$ cat src/rtl/irq_arb_pkg.sv
package irq_arb_pkg;

  // Strict unsigned compare of the bid's upper field against the threshold.
  function automatic logic above_threshold(input int unsigned bid_top, input int unsigned thr);
    return bid_top > thr;
  endfunction

  // A later contender replaces the held one on an equal or larger bid.
  // Later index means a higher channel, or the same channel with a higher type.
  function automatic logic takes_over(input logic have, input int unsigned cand, input int unsigned held);
    return !have || (cand >= held);
  endfunction

  function automatic int chan_of(input int idx, input int ntype);
    return idx / ntype;
  endfunction

  // Type codes start at 1, so a valid capture is never all zeros.
  function automatic int type_of(input int idx, input int ntype);
    return (idx % ntype) + 1;
  endfunction

endpackage

$ cat src/rtl/irq_round_timer.sv
module irq_round_timer #(
  parameter int ROUND_LEN = 22,
  localparam int CNT_W = $clog2(ROUND_LEN)
) (
  input  logic clk,
  input  logic rst_n,
  output logic sample_evt,
  output logic publish_evt
);
  logic [CNT_W-1:0] cnt;

  always_ff @(posedge clk) begin
    if (!rst_n) cnt <= '0;
    else if (publish_evt) cnt <= '0;
    else cnt <= cnt + 1'b1;
  end

  assign sample_evt  = (cnt == '0);
  assign publish_evt = (cnt == CNT_W'(ROUND_LEN - 1));
endmodule

$ cat src/rtl/irq_eligibility.sv
module irq_eligibility import irq_arb_pkg::*; #(
  parameter int NSRC  = 24,
  parameter int THR_W = 7
) (
  input  logic [NSRC*THR_W-1:0] bid_top,
  input  logic [NSRC-1:0]       src_active,
  input  logic [NSRC-1:0]       src_enable,
  input  logic [THR_W-1:0]      threshold,
  output logic [NSRC-1:0]       eligible
);
  for (genvar g = 0; g < NSRC; g++) begin : g_src
    logic [THR_W-1:0] top_g;
    assign top_g = bid_top[g*THR_W +: THR_W];
    assign eligible[g] = src_active[g] & src_enable[g]
                       & above_threshold(32'(top_g), 32'(threshold));
  end
endmodule

$ cat src/rtl/irq_winner_select.sv
module irq_winner_select import irq_arb_pkg::*; #(
  parameter int NSRC  = 24,
  parameter int BID_W = 10,
  localparam int IDX_W = $clog2(NSRC)
) (
  input  logic [NSRC*BID_W-1:0] src_bid,
  input  logic [NSRC-1:0]       eligible,
  output logic                  best_valid,
  output logic [IDX_W-1:0]      best_idx,
  output logic [BID_W-1:0]      best_bid
);
  always_comb begin
    best_valid = 1'b0;
    best_idx   = '0;
    best_bid   = '0;
    for (int i = 0; i < NSRC; i++) begin
      if (eligible[i] && takes_over(best_valid, 32'(src_bid[i*BID_W +: BID_W]), 32'(best_bid))) begin
        best_valid = 1'b1;
        best_idx   = IDX_W'(i);
        best_bid   = src_bid[i*BID_W +: BID_W];
      end
    end
  end
endmodule

$ cat src/rtl/irq_thresh_arbiter.sv
module irq_thresh_arbiter import irq_arb_pkg::*; #(
  parameter int NUM_CHAN  = 8,
  parameter int NUM_TYPE  = 3,
  parameter int BID_W     = 10,
  parameter int THR_W     = 7,
  parameter int ROUND_LEN = 22,
  localparam int NSRC  = NUM_CHAN * NUM_TYPE,
  localparam int CH_W  = $clog2(NUM_CHAN),
  localparam int TY_W  = $clog2(NUM_TYPE + 1),
  localparam int CIR_W = CH_W + TY_W + BID_W
) (
  input  logic                  clk,
  input  logic                  rst_n,
  input  logic [NSRC*BID_W-1:0] src_bid,
  input  logic [NSRC-1:0]       src_active,
  input  logic [NSRC-1:0]       src_enable,
  input  logic [THR_W-1:0]      threshold,
  input  logic                  iack_n,
  input  logic                  update_cmd,
  output logic                  irq_n,
  output logic [CIR_W-1:0]      cir
);
  localparam int IDX_W = $clog2(NSRC);

  // Upper bid fields, collected for the threshold compare.
  logic [NSRC*THR_W-1:0] bid_top;
  for (genvar g = 0; g < NSRC; g++) begin : g_top
    assign bid_top[g*THR_W +: THR_W] = src_bid[g*BID_W + BID_W - THR_W +: THR_W];
  end

  logic [NSRC-1:0]  eligible;
  logic             best_valid;
  logic [IDX_W-1:0] best_idx;
  logic [BID_W-1:0] best_bid;
  logic             sample_evt, publish_evt;

  irq_round_timer #(.ROUND_LEN(ROUND_LEN)) u_timer (
    .clk(clk), .rst_n(rst_n), .sample_evt(sample_evt), .publish_evt(publish_evt)
  );

  irq_eligibility #(.NSRC(NSRC), .THR_W(THR_W)) u_elig (
    .bid_top(bid_top), .src_active(src_active), .src_enable(src_enable),
    .threshold(threshold), .eligible(eligible)
  );

  irq_winner_select #(.NSRC(NSRC), .BID_W(BID_W)) u_sel (
    .src_bid(src_bid), .eligible(eligible),
    .best_valid(best_valid), .best_idx(best_idx), .best_bid(best_bid)
  );

  // Result taken at the opening edge, held until the closing edge.
  logic             pend_valid, win_valid;
  logic [IDX_W-1:0] pend_idx, win_idx;
  logic [BID_W-1:0] pend_bid, win_bid;

  always_ff @(posedge clk) begin
    if (!rst_n) begin
      pend_valid <= 1'b0; pend_idx <= '0; pend_bid <= '0;
      win_valid  <= 1'b0; win_idx  <= '0; win_bid  <= '0;
    end else begin
      if (sample_evt) begin
        pend_valid <= best_valid; pend_idx <= best_idx; pend_bid <= best_bid;
      end
      if (publish_evt) begin
        win_valid <= pend_valid; win_idx <= pend_idx; win_bid <= pend_bid;
      end
    end
  end

  // A winner whose mask bit was cleared since publication no longer counts.
  logic win_live;
  assign win_live = win_valid & src_enable[win_idx];
  assign irq_n    = ~win_live;

  logic iack_q, iack_fall, cap_evt;
  assign iack_fall = iack_q & ~iack_n;
  assign cap_evt   = iack_fall | update_cmd;

  logic [CH_W-1:0] win_chan;
  logic [TY_W-1:0] win_type;
  assign win_chan = CH_W'(chan_of(int'(win_idx), NUM_TYPE));
  assign win_type = TY_W'(type_of(int'(win_idx), NUM_TYPE));

  always_ff @(posedge clk) begin
    if (!rst_n) begin
      iack_q <= 1'b1;
      cir    <= '0;
    end else begin
      iack_q <= iack_n;
      if (cap_evt) cir <= win_live ? {win_chan, win_type, win_bid} : '0;
    end
  end
endmodule

$ cat config.mk
export PLATFORM = sky130hd
export DESIGN_NAME = irq_thresh_arbiter
export DESIGN_NICKNAME = d
export VERILOG_FILES = /design/src/rtl/irq_arb_pkg.sv /design/src/rtl/irq_round_timer.sv /design/src/rtl/irq_eligibility.sv /design/src/rtl/irq_winner_select.sv /design/src/rtl/irq_thresh_arbiter.sv
export SDC_FILE = /design/constraint.sdc
export NUM_CORES = 1
export LEC_CHECK = 0
export ABC_AREA = 1
export BUFFER_PORTS_ARGS = -buffer_cell sky130_fd_sc_hd__buf_2
export CAP_MARGIN = 20
export CORE_MARGIN = 3
export CORE_UTILIZATION = 35
export CTS_CLUSTER_DIAMETER = 80
export DETAILED_ROUTE_END_ITERATION = 7
export HOLD_SLACK_MARGIN = 0.12
export PLACE_DENSITY_LB_ADDON = 0.05
export SYNTH_ARGS = -nofsm -noshare
export SYNTH_HDL_FRONTEND = slang
export SYNTH_SLANG_ARGS = --single-unit
$ cat constraint.sdc
create_clock -name clk -period 68.3 [get_ports clk]
set_input_delay 13.66 -clock clk [delete_from_list [all_inputs] [get_ports clk]]
set_output_delay 13.66 -clock clk [all_outputs]
set_load 0.01 [all_outputs]
==> results.yml, run 1 <==
synthesis:
  yosysTopAreaCell: "ha_1"
  synth_edf_count: 0
  synth_cell_type_count: 49
  synth_top_cell_area_share_pct: 33.9
  syn_avg_cell_area_um2: 6.34
  ys_warn_count: 0
  async_flop_share_pct: 0
  ys_seq_area_share_pct: 7.38
  synth-seq-cells: 53
  syn_inst: 2268
  syn_area_um2: 14400
  synth_area_leaders: "ha_1, nand2_1, o21ai_0"
  synth_top_flop_cell: "dfxtp_1"
  mappedNetlistNets: 2957
floorplan:
  fp.dieH_um: 209
  fp.dieArea_um2: 43600
  rows: 73
  start_util_pct: 35.8
  dieWidth_um: 209
  pin_count: 315
  coreArea_um2: 40200
grt:
  grt_pass1_wl_um: 83000
  grt_most_used_layer: "met2"
  first_global_vias: 15500
  met3_usage_pct: 2.42
  grt_max_degree: 35
  grt-ovfl-total: 0
  grt_util_all_layers_pct: 23.6
  antenna_found_initial: 4
  gr-usage-met1_pct: 31.9
  grt.met2_usage_pct: 40.1
pwr:
  power.leakage_nw: 9.20
  power_density_nw_per_um2: 20.1
  ir_drop_v: 0.00000937
worst_setup_path:
  worst-path-max-fanout: 27
  cp.required_ns: 68.45
  end_kind: "flip-flop"
  crit_type: "in -> reg"
  critical_path.max_stage_delay_ns: 0.52
  crit_path_frequent_cell: "nand2_1"
  cp_data_arrival_time_ns: 57.48
  start_kind: "input pin"
  worst_path_max_delay_cell: "o21ai_0"
timing:
  tightest_slew_ns: 0.970
  maxSlewViolCount: 0
  fin_crit_ns: 57.33
  timing.final.crit_share_pct: 83.9
  hold_violations: 0
  slew_headroom_pct: 35.1
  setup_ws_ns: 10.97
  rsz0062_at_grt: "no"
  finalSetupViolations: 0
  fin_setup_tns_ns: 0
  finClkSkew_ns: 0.00935
  max_freq_ghz: 0.0174
cts:
  cts_hold_buf: 0
  cts.sinks: 53
  cts_resized: 0
  root_buffer: "clkbuf_16"
  cts_tree: "done"
  clockBufferDepth: 2
  insertion_delay_ns: 0.29
  cts_made_buffers: 5
  clkTransAtPathRegs_ns: 0.07
  htreeDepth: 2
  cts_setup_buffers: 0
flow_run:
  maxCapViolCount: 0
run_status:
  status: "finished, final reports clean"
routing:
  drt_iter0_markers: 808
  drc_errors: 0
  wl_um: 54000
  via_count: 15900
  wire_per_inst_um: 17.6
  viasPerCell: 5.20
  ant_nets: 0
  dr.pass1.iters: 5
place:
  io_buffers: 314
  pre_cts_slack_ns: 11.00
  dpl-instance-area_um2: 16400
  dp_hpwl_um: 46000
  place.gp.congestion: 0.961
layout:
  syn_to_final_growth_pct: 15.3
  final.fill_count: 4421
  layout.nets: 3226
  postLayoutCellArea_um2: 16600
  layout-drive-gt1-share_pct: 15.2
hold_path:
  hp-class: "reg -> reg"
## layout by cell type (no fill, tap or decap), types with 14 or more instances in the layout
cell	n
nand2_1	619
ha_1	390
buf_2	314
o21ai_0	274
inv_1	226
a21oi_1	169
nor2_1	104
nand3_1	95
dfxtp_1	53
o21a_1	32
nand4_1	25
nand2_2	21
inv_2	17
nor3_1	16
a21boi_0	15
o211ai_1	14
## final timing paths
| path | start | slack [ns] | end | cells after the start |
|---|---|---|---|---|
| min reg2reg | win_bid[8] | 0.45 | win_bid[8] | 2 |
| max | threshold[0] | 10.97 | pend_bid[3] | 291 |
| min | win_bid[8] | 0.45 | win_bid[8] | 2 |
| max reg2reg | win_idx[2] | 64.82 | cir[11] | 20 |
## per-layer routing
metal | vias to the layer above | routed length [um]
met3 | 63 | 2200
met1 | 7183 | 25500
met2 | 332 | 24600
li1 | 8354 | -
met4 | 6 | 1580
met5 | - | 32
## cell families (layout without fill, tap and decap cells)
kind of cell             count (synthesis)  in the layout  share of synthesized area [%]
flip-flops                              53             53                           7.38
buffers and inverters                  309            579                           8.48
AO/OA/AOI/OAI                          581            581                           22.7
XOR/XNOR                                 3              3                          0.183
AND/OR/NAND/NOR                        932            932                           27.3
adder cells (fa/ha/maj)                390            390                           33.9
other                                    0              2                              0
## synthesized netlist by cell type (2+ instances only)
cell type  count
o22ai_1        3
xor2_1         3
nor4b_1        4
nor3_1        17
nand3b_1      12
nor2_1       104
a31oi_1        6
nand4_1       25
nand2_1      619
inv_1        226
nand3_1       95
a21o_1         5
nor3b_1        7
a311oi_1       8
dfxtp_1       53
buf_2         20
and2_1        12
ha_1         390
o211ai_1      14
o221ai_1       3
or2_2          6
nand2_2       21
nor4_1         6
o21ai_1       13
o31ai_1        4
o21a_1        32
a211oi_1      13
clkbuf_1      34
o2111ai_1      5
inv_2         17
buf_6          3
a221oi_1       7
a41oi_1        2
o21ai_0      274
buf_1          3
a21oi_1      169
o221a_2        4
buf_4          2
clkinv_1       3
a21boi_0      15
## final cells by class
| class | count | area [um2] | share of cell area [%] |
|---|---|---|---|
| antenna | 2 | 5.00 | 0.0302 |
| clock buffer | 6 | 139 | 0.838 |
| clock inverter | 2 | 37.5 | 0.226 |
| inverter | 246 | 923 | 5.57 |
| multi-input combinational | 1906 | 12100 | 73.0 |
| sequential | 53 | 1060 | 6.40 |
| tap | 525 | 657 | 3.96 |
| timing repair buffer | 325 | 1650 | 9.98 |
## registers in the layout, indices dropped and copies added, names as in the netlist
register and cells:
iack_q 1, pend_bid 10, u_timer.cnt 5, win_bid 10
cir 15, pend_idx 5, win_valid 1, pend_valid 1
win_idx 5
## per-stage QoR
step	hold slack, ns	power [mW]	instances	util (%)
2_1_floorplan	0.424	0.231	2268	-
3_3_place_gp	0.435	0.299	3055	40.8
3_5_place_dp	0.439	0.303	3055	40.8
4_1_cts	0.453	0.335	3063	41.2
5_1_grt	0.466	0.382	3063	41.2
6_report	0.450	0.333	3065	41.3
## worst max-delay path: cells and delay by family
kind            cells  cell delay, ns
compound gates    108           17.60
simple gates      141           17.29
fa+ha+maj          24            7.31
buf+inv            18            1.56
## power by group
part | switching (mW) | internal, mW
registers | 0.00171 | 0.0338
logic | 0.163 | 0.105
clock network | 0.0116 | 0.0183
total | 0.177 | 0.157
Note: power is estimated with default switching activity, not from simulation.
==> run 2, diff against run 1 <==
==> constraint.sdc (replaced) <==
create_clock -name clk -period 46.9 [get_ports clk]
set_input_delay 9.38 -clock clk [delete_from_list [all_inputs] [get_ports clk]]
set_output_delay 9.38 -clock clk [all_outputs]
set_load 0.01 [all_outputs]
==> run 2 against run 1 <==
The flow now finishes with violations (max-capacitance violations, max-slew violations). Clock skew fell by 0.0015 ns. Via count up 4.7%. Flip-flop and latch count did not move.
==> results.yml, run 2 (synthesis gave the netlist of run 1 again) <==
run_status:
  status: "finished with violations"
  violations: "max-capacitance violations, max-slew violations"
hold_path:
  hp-class: "reg -> reg"
  whs_path_depth: 2
worst_setup_path:
  crit_type: "in -> reg"
  reg2regPathDepth: 20
  worst_path_max_delay_cell: "o21ai_0"
  critical_path.max_stage_delay_ns: 0.43
  start_kind: "input pin"
  worstPathBufferInverterCount: 23
  crit_path_frequent_cell: "nand2_1"
  cp.required_ns: 47.12
  cp_data_arrival_time_ns: 44.34
  crit_cells: 304
  crit_family: "compound AO/OA/AOI/OAI gates"
  worst-path-max-fanout: 8
  end_kind: "flip-flop"
floorplan:
  start_util_pct: 35.8
  dieWidth_um: 209
  fp.dieArea_um2: 43600
  rows: 73
  pin_count: 315
  fp.dieH_um: 209
  coreArea_um2: 40200
pwr:
  ir_drop_v: 0.0000175
  p_comb_share_pct: 83.5
  p_total_uw: 572
  power_density_nw_per_um2: 30.9
  power_frac_seq_pct: 9.0
  power_switching_uw: 291
  netSwitchingFraction_pct: 50.9
  power.leakage_nw: 9.96
  clock_power_share_pct: 7.5
  internal_power_uw: 281
layout:
  syn_to_final_growth_pct: 28.8
  top_regs: "cir x15, pend_bid x10, win_bid x10"
  largest-register: "cir"
  layout.nets: 3332
  final.fill_count: 4338
  final_common_cell: "nand2_1"
  postLayoutCellArea_um2: 18500
  layout_common_cells: "nand2_1, ha_1, buf_2, inv_1, o21ai_0"
  layout-drive-gt1-share_pct: 25.7
  largest_reg_flops: 15
routing:
  wl_um: 55300
  ant_nets: 0
  dr.pass1.iters: 5
  via_count: 16700
  wire_per_inst_um: 17.4
  viasPerCell: 5.26
  drt_iter0_markers: 832
  drc_errors: 0
flow_run:
  maxCapViolCount: 1
place:
  io_buffers: 314
  place.gp.congestion: 0.932
  pre_cts_slack_ns: -0.953
  dp_hpwl_um: 45100
  dpl-instance-area_um2: 16700
grt:
  antenna_found_initial: 7
  grt_pass1_wl_um: 82700
  grt_util_all_layers_pct: 23.3
  grt-ovfl-total: 0
  first_global_vias: 15400
  grt_max_degree: 29
cts:
  cts.sinks: 53
  clkTransAtPathRegs_ns: 0.07
  cts_made_buffers: 5
  root_buffer: "clkbuf_16"
  insertion_delay_ns: 0.29
  cts_hold_buf: 0
  clockBufferDepth: 2
  cts_tree: "done"
  htreeDepth: 2
timing:
  slew_headroom_pct: -13.6
  maxSlewViolCount: 7
  hold_violations: 0
  finalSetupViolations: 0
  tightest_slew_ns: 1.69
  finClkSkew_ns: 0.00784
  fin_crit_ns: 44.12
  setup_ws_ns: 2.78
  timing.final.crit_share_pct: 94.1
  max_freq_ghz: 0.0227
[run 2: worst reg2reg max path: cells and delay by family, from the launching register on]
kind	cells	cell delay [ns]
AO/OA/AOI/OAI	6	1.11
XOR/XNOR	2	0.38
adder cells (fa/ha/maj)	2	0.42
buffers and inverters	4	0.54
flip-flops	1	0.48
AND/OR/NAND/NOR	6	0.60
[run 2: layout make-up]
class | instances | area (um2) | area share, %
tap | 525 | 657 | 3.55
sequential | 53 | 1060 | 5.73
inverter | 246 | 955 | 5.15
timing repair buffer | 422 | 2520 | 13.6
multi-input combinational | 1915 | 13200 | 71.0
antenna | 4 | 10.0 | 0.0540
clock inverter | 1 | 30.0 | 0.162
clock buffer | 7 | 143 | 0.770
[run 2: final timing paths]
path         startpoint     endpoint  slack (ns)
min          win_bid[0]   win_bid[0]        0.45
max          src_bid[3]  pend_bid[8]        2.78
max reg2reg  win_idx[2]      cir[11]       43.31
min reg2reg  win_bid[0]   win_bid[0]        0.45
[run 2: repair_timing]
| item | CTS | global route |
|---|---|---|
| setup endpoints to repair | 15 | 15 |
| gates cloned | 2 | 15 |
| pin swaps | 4 | 137 |
| gates resized for setup | 27 | 371 |
| buffers inserted | 1 | 57 |
| hold endpoints to repair | 0 | 0 |
[run 2: power groups by stage]
stage | sequential [mW] | combinational [mW] | clock (mW)
floorplan | 0.0517 | 0.285 | 0
global placement | 0.0527 | 0.389 | 0
detailed placement | 0.0526 | 0.394 | 0
CTS | 0.0517 | 0.399 | 0.0438
global route | 0.0521 | 0.548 | 0.0451
finish | 0.0518 | 0.478 | 0.0428
[run 2: metrics by stage]
step / setup TNS (ns) / std cells / util (%) / hold slack, ns
2_1_floorplan: 0 / 2268 / - / 0.424
3_3_place_gp: -4.19 / 3086 / 41.4 / 0.437
3_5_place_dp: -12.32 / 3086 / 41.4 / 0.436
4_1_cts: 0 / 3097 / 42.0 / 0.451
5_1_grt: -4.78 / 3170 / 46.1 / 0.470
6_report: 0 / 3173 / 46.1 / 0.452
[run 2: per-layer routing]
metal | GRT usage, % | up-vias | share of wire (%)
met5 | 0 | - | 0.038
met4 | 3.51 | 4 | 1.4
li1 | - | 8613 | -
met1 | 31.7 | 7635 | 47
met2 | 41.1 | 381 | 48
met3 | 1.79 | 50 | 4.3
==> run 3, diff against run 2 <==
--- a/config.mk
+++ b/config.mk
@@ -14,6 +14,7 @@
 export DETAILED_ROUTE_END_ITERATION = 7
 export HOLD_SLACK_MARGIN = 0.12
 export PLACE_DENSITY_LB_ADDON = 0.05
+export RECOVER_POWER = 100
 export SYNTH_ARGS = -nofsm -noshare
 export SYNTH_HDL_FRONTEND = slang
 export SYNTH_SLANG_ARGS = --single-unit
==> run 3 against run 2 <==
The run still ends with max-capacitance violations, max-slew violations left. Setup slack got worse by 0.0048 ns. Final area fell by 0.11%. Hold slack got worse by 0.00059 ns. Maximum frequency about the same. Critical path type unchanged. Wire length about the same. Via count is essentially flat. Register-to-register slack is essentially flat. First-iteration DRC count is 0.24% lower. Sequential share of layout area barely moved. Final cell count stayed put. Flip-flop and latch count unchanged.
==> results.yml, run 3 (synthesis gave the netlist of run 1 again) <==
floorplan:
  start_util_pct: 35.8
  fp.dieArea_um2: 43600
  dieWidth_um: 209
  fp.dieH_um: 209
  coreArea_um2: 40200
  pin_count: 315
  rows: 73
run_status:
  status: "finished with violations"
  violations: "max-capacitance violations, max-slew violations"
worst_setup_path:
  reg2regPathDepth: 20
  critical_path.max_stage_delay_ns: 0.43
  worst_path_max_delay_cell: "o21ai_0"
  crit_path_frequent_cell: "nand2_1"
  reg2reg_to: "cir[11]"
  start_kind: "input pin"
  cp_data_arrival_time_ns: 44.34
  cp.required_ns: 47.12
  crit_type: "in -> reg"
  worst-path-max-fanout: 8
  end_kind: "flip-flop"
  reg2reg_slack_ns: 43.31
  r2r_start: "win_idx[2]"
cts:
  cts.sinks: 53
  cts_hold_buf: 0
  root_buffer: "clkbuf_16"
  cts_made_buffers: 5
  cts_tree: "done"
  htreeDepth: 2
  clockBufferDepth: 2
  clkTransAtPathRegs_ns: 0.07
  insertion_delay_ns: 0.29
grt:
  grt_max_degree: 29
  antenna_found_initial: 7
  first_global_vias: 15400
  grt-ovfl-total: 0
  grt_pass1_wl_um: 82700
  grt_util_all_layers_pct: 23.3
layout:
  layout_common_cells: "nand2_1, ha_1, buf_2, inv_1, o21ai_0"
  largest-register: "cir"
  top_regs: "cir x15, pend_bid x10, win_bid x10"
  layout.nets: 3332
  utilization_pct: 46.0
  syn_to_final_growth_pct: 28.7
  largest_reg_flops: 15
  final_common_cell: "nand2_1"
  fin_cells: 3173
  layout-drive-gt1-share_pct: 25.1
  postLayoutCellArea_um2: 18500
pwr:
  power.leakage_nw: 9.89
  p_total_uw: 572
  ir_drop_v: 0.0000175
  power_density_nw_per_um2: 30.9
  p_comb_share_pct: 83.5
  power_switching_uw: 291
  clock_power_share_pct: 7.4
  netSwitchingFraction_pct: 50.9
  power_frac_seq_pct: 9.0
  internal_power_uw: 281
timing:
  finalSetupViolations: 0
  maxSlewViolCount: 7
  finClkSkew_ns: 0.00753
  tightest_slew_ns: 1.69
  slew_headroom_pct: -13.6
  timing.final.crit_share_pct: 94.1
  fin_setup_tns_ns: 0
  max_freq_ghz: 0.0227
  hold_violations: 0
  fin_crit_ns: 44.12
  whs_ns: 0.451
  setup_ws_ns: 2.78
hold_path:
  hold_end: "win_bid[0]"
  hp-class: "reg -> reg"
  whs_path_depth: 2
  min_from: "win_bid[0]"
routing:
  viasPerCell: 5.26
  dr.pass1.iters: 5
  drc_errors: 0
  drt_iter0_markers: 830
  wl_um: 55200
  via_count: 16700
  wire_per_inst_um: 17.4
  ant_nets: 0
place:
  dp_hpwl_um: 45100
  io_buffers: 314
  place.gp.congestion: 0.932
  dpl-instance-area_um2: 16700
  place_inst: 3086
  pre_cts_slack_ns: -0.953
flow_run:
  maxCapViolCount: 1
## run 3: cell count changes in the layout (fill, tap and decap cells not counted), sizes merged
cell	delta
buf	-17
clkbuf	+17
## run 3: how the worst max path moves through the flow
stage	end	startpoint	slack, ns	cells past startpoint
global placement	pend_bid[0]	threshold[2]	-0.39	299
global route	pend_bid[0]	threshold[4]	-0.38	312
finish	pend_bid[8]	src_bid[3]	2.78	304
floorplan	pend_idx[2]	threshold[2]	0.02	332
CTS	pend_bid[1]	threshold[2]	0.03	314
detailed placement	pend_bid[1]	threshold[2]	-0.95	306
## run 3: worst max-delay path: cells and delay by family
kind            cells  cell delay (ns)
buf+inv            23             2.32
fa+ha+maj          24             6.40
simple gates      150            12.30
compound gates    107            13.92
## run 3: repair_timing
action	CTS	global route
cloned	2	15
setup endpoints to repair	15	15
setup buffers	1	57
pin swaps	4	137
gates resized for setup	27	371
## run 3: routing by layer
| metal | wire (um) | share of wire [%] | global-route usage, % |
|---|---|---|---|
| met2 | 26400 | 48 | 41.1 |
| met5 | 21 | 0.038 | 0 |
| met4 | 769 | 1.4 | 3.51 |
| met3 | 2380 | 4.3 | 1.79 |
| met1 | 25700 | 47 | 31.7 |
## run 3: layout make-up
type                            instances  area (um2)
Antenna cell                            4        10.0
Clock inverter                          1        30.0
Multi-Input combinational cell       1915       13200
Tap cell                              525         657
Timing Repair Buffer                  422        2490
Fill cell                            4344       21700
Sequential cell                        53        1060
Inverter                              246         955
Clock buffer                            7         143
## run 3: power by group through the flow
stage,logic [mW],registers (mW),clock network [mW]
after floorplan,0.285,0.0517,0
after global placement,0.389,0.0527,0
after detailed placement,0.394,0.0526,0
after CTS,0.399,0.0517,0.0438
after global routing,0.548,0.0521,0.0451
final,0.478,0.0518,0.0426
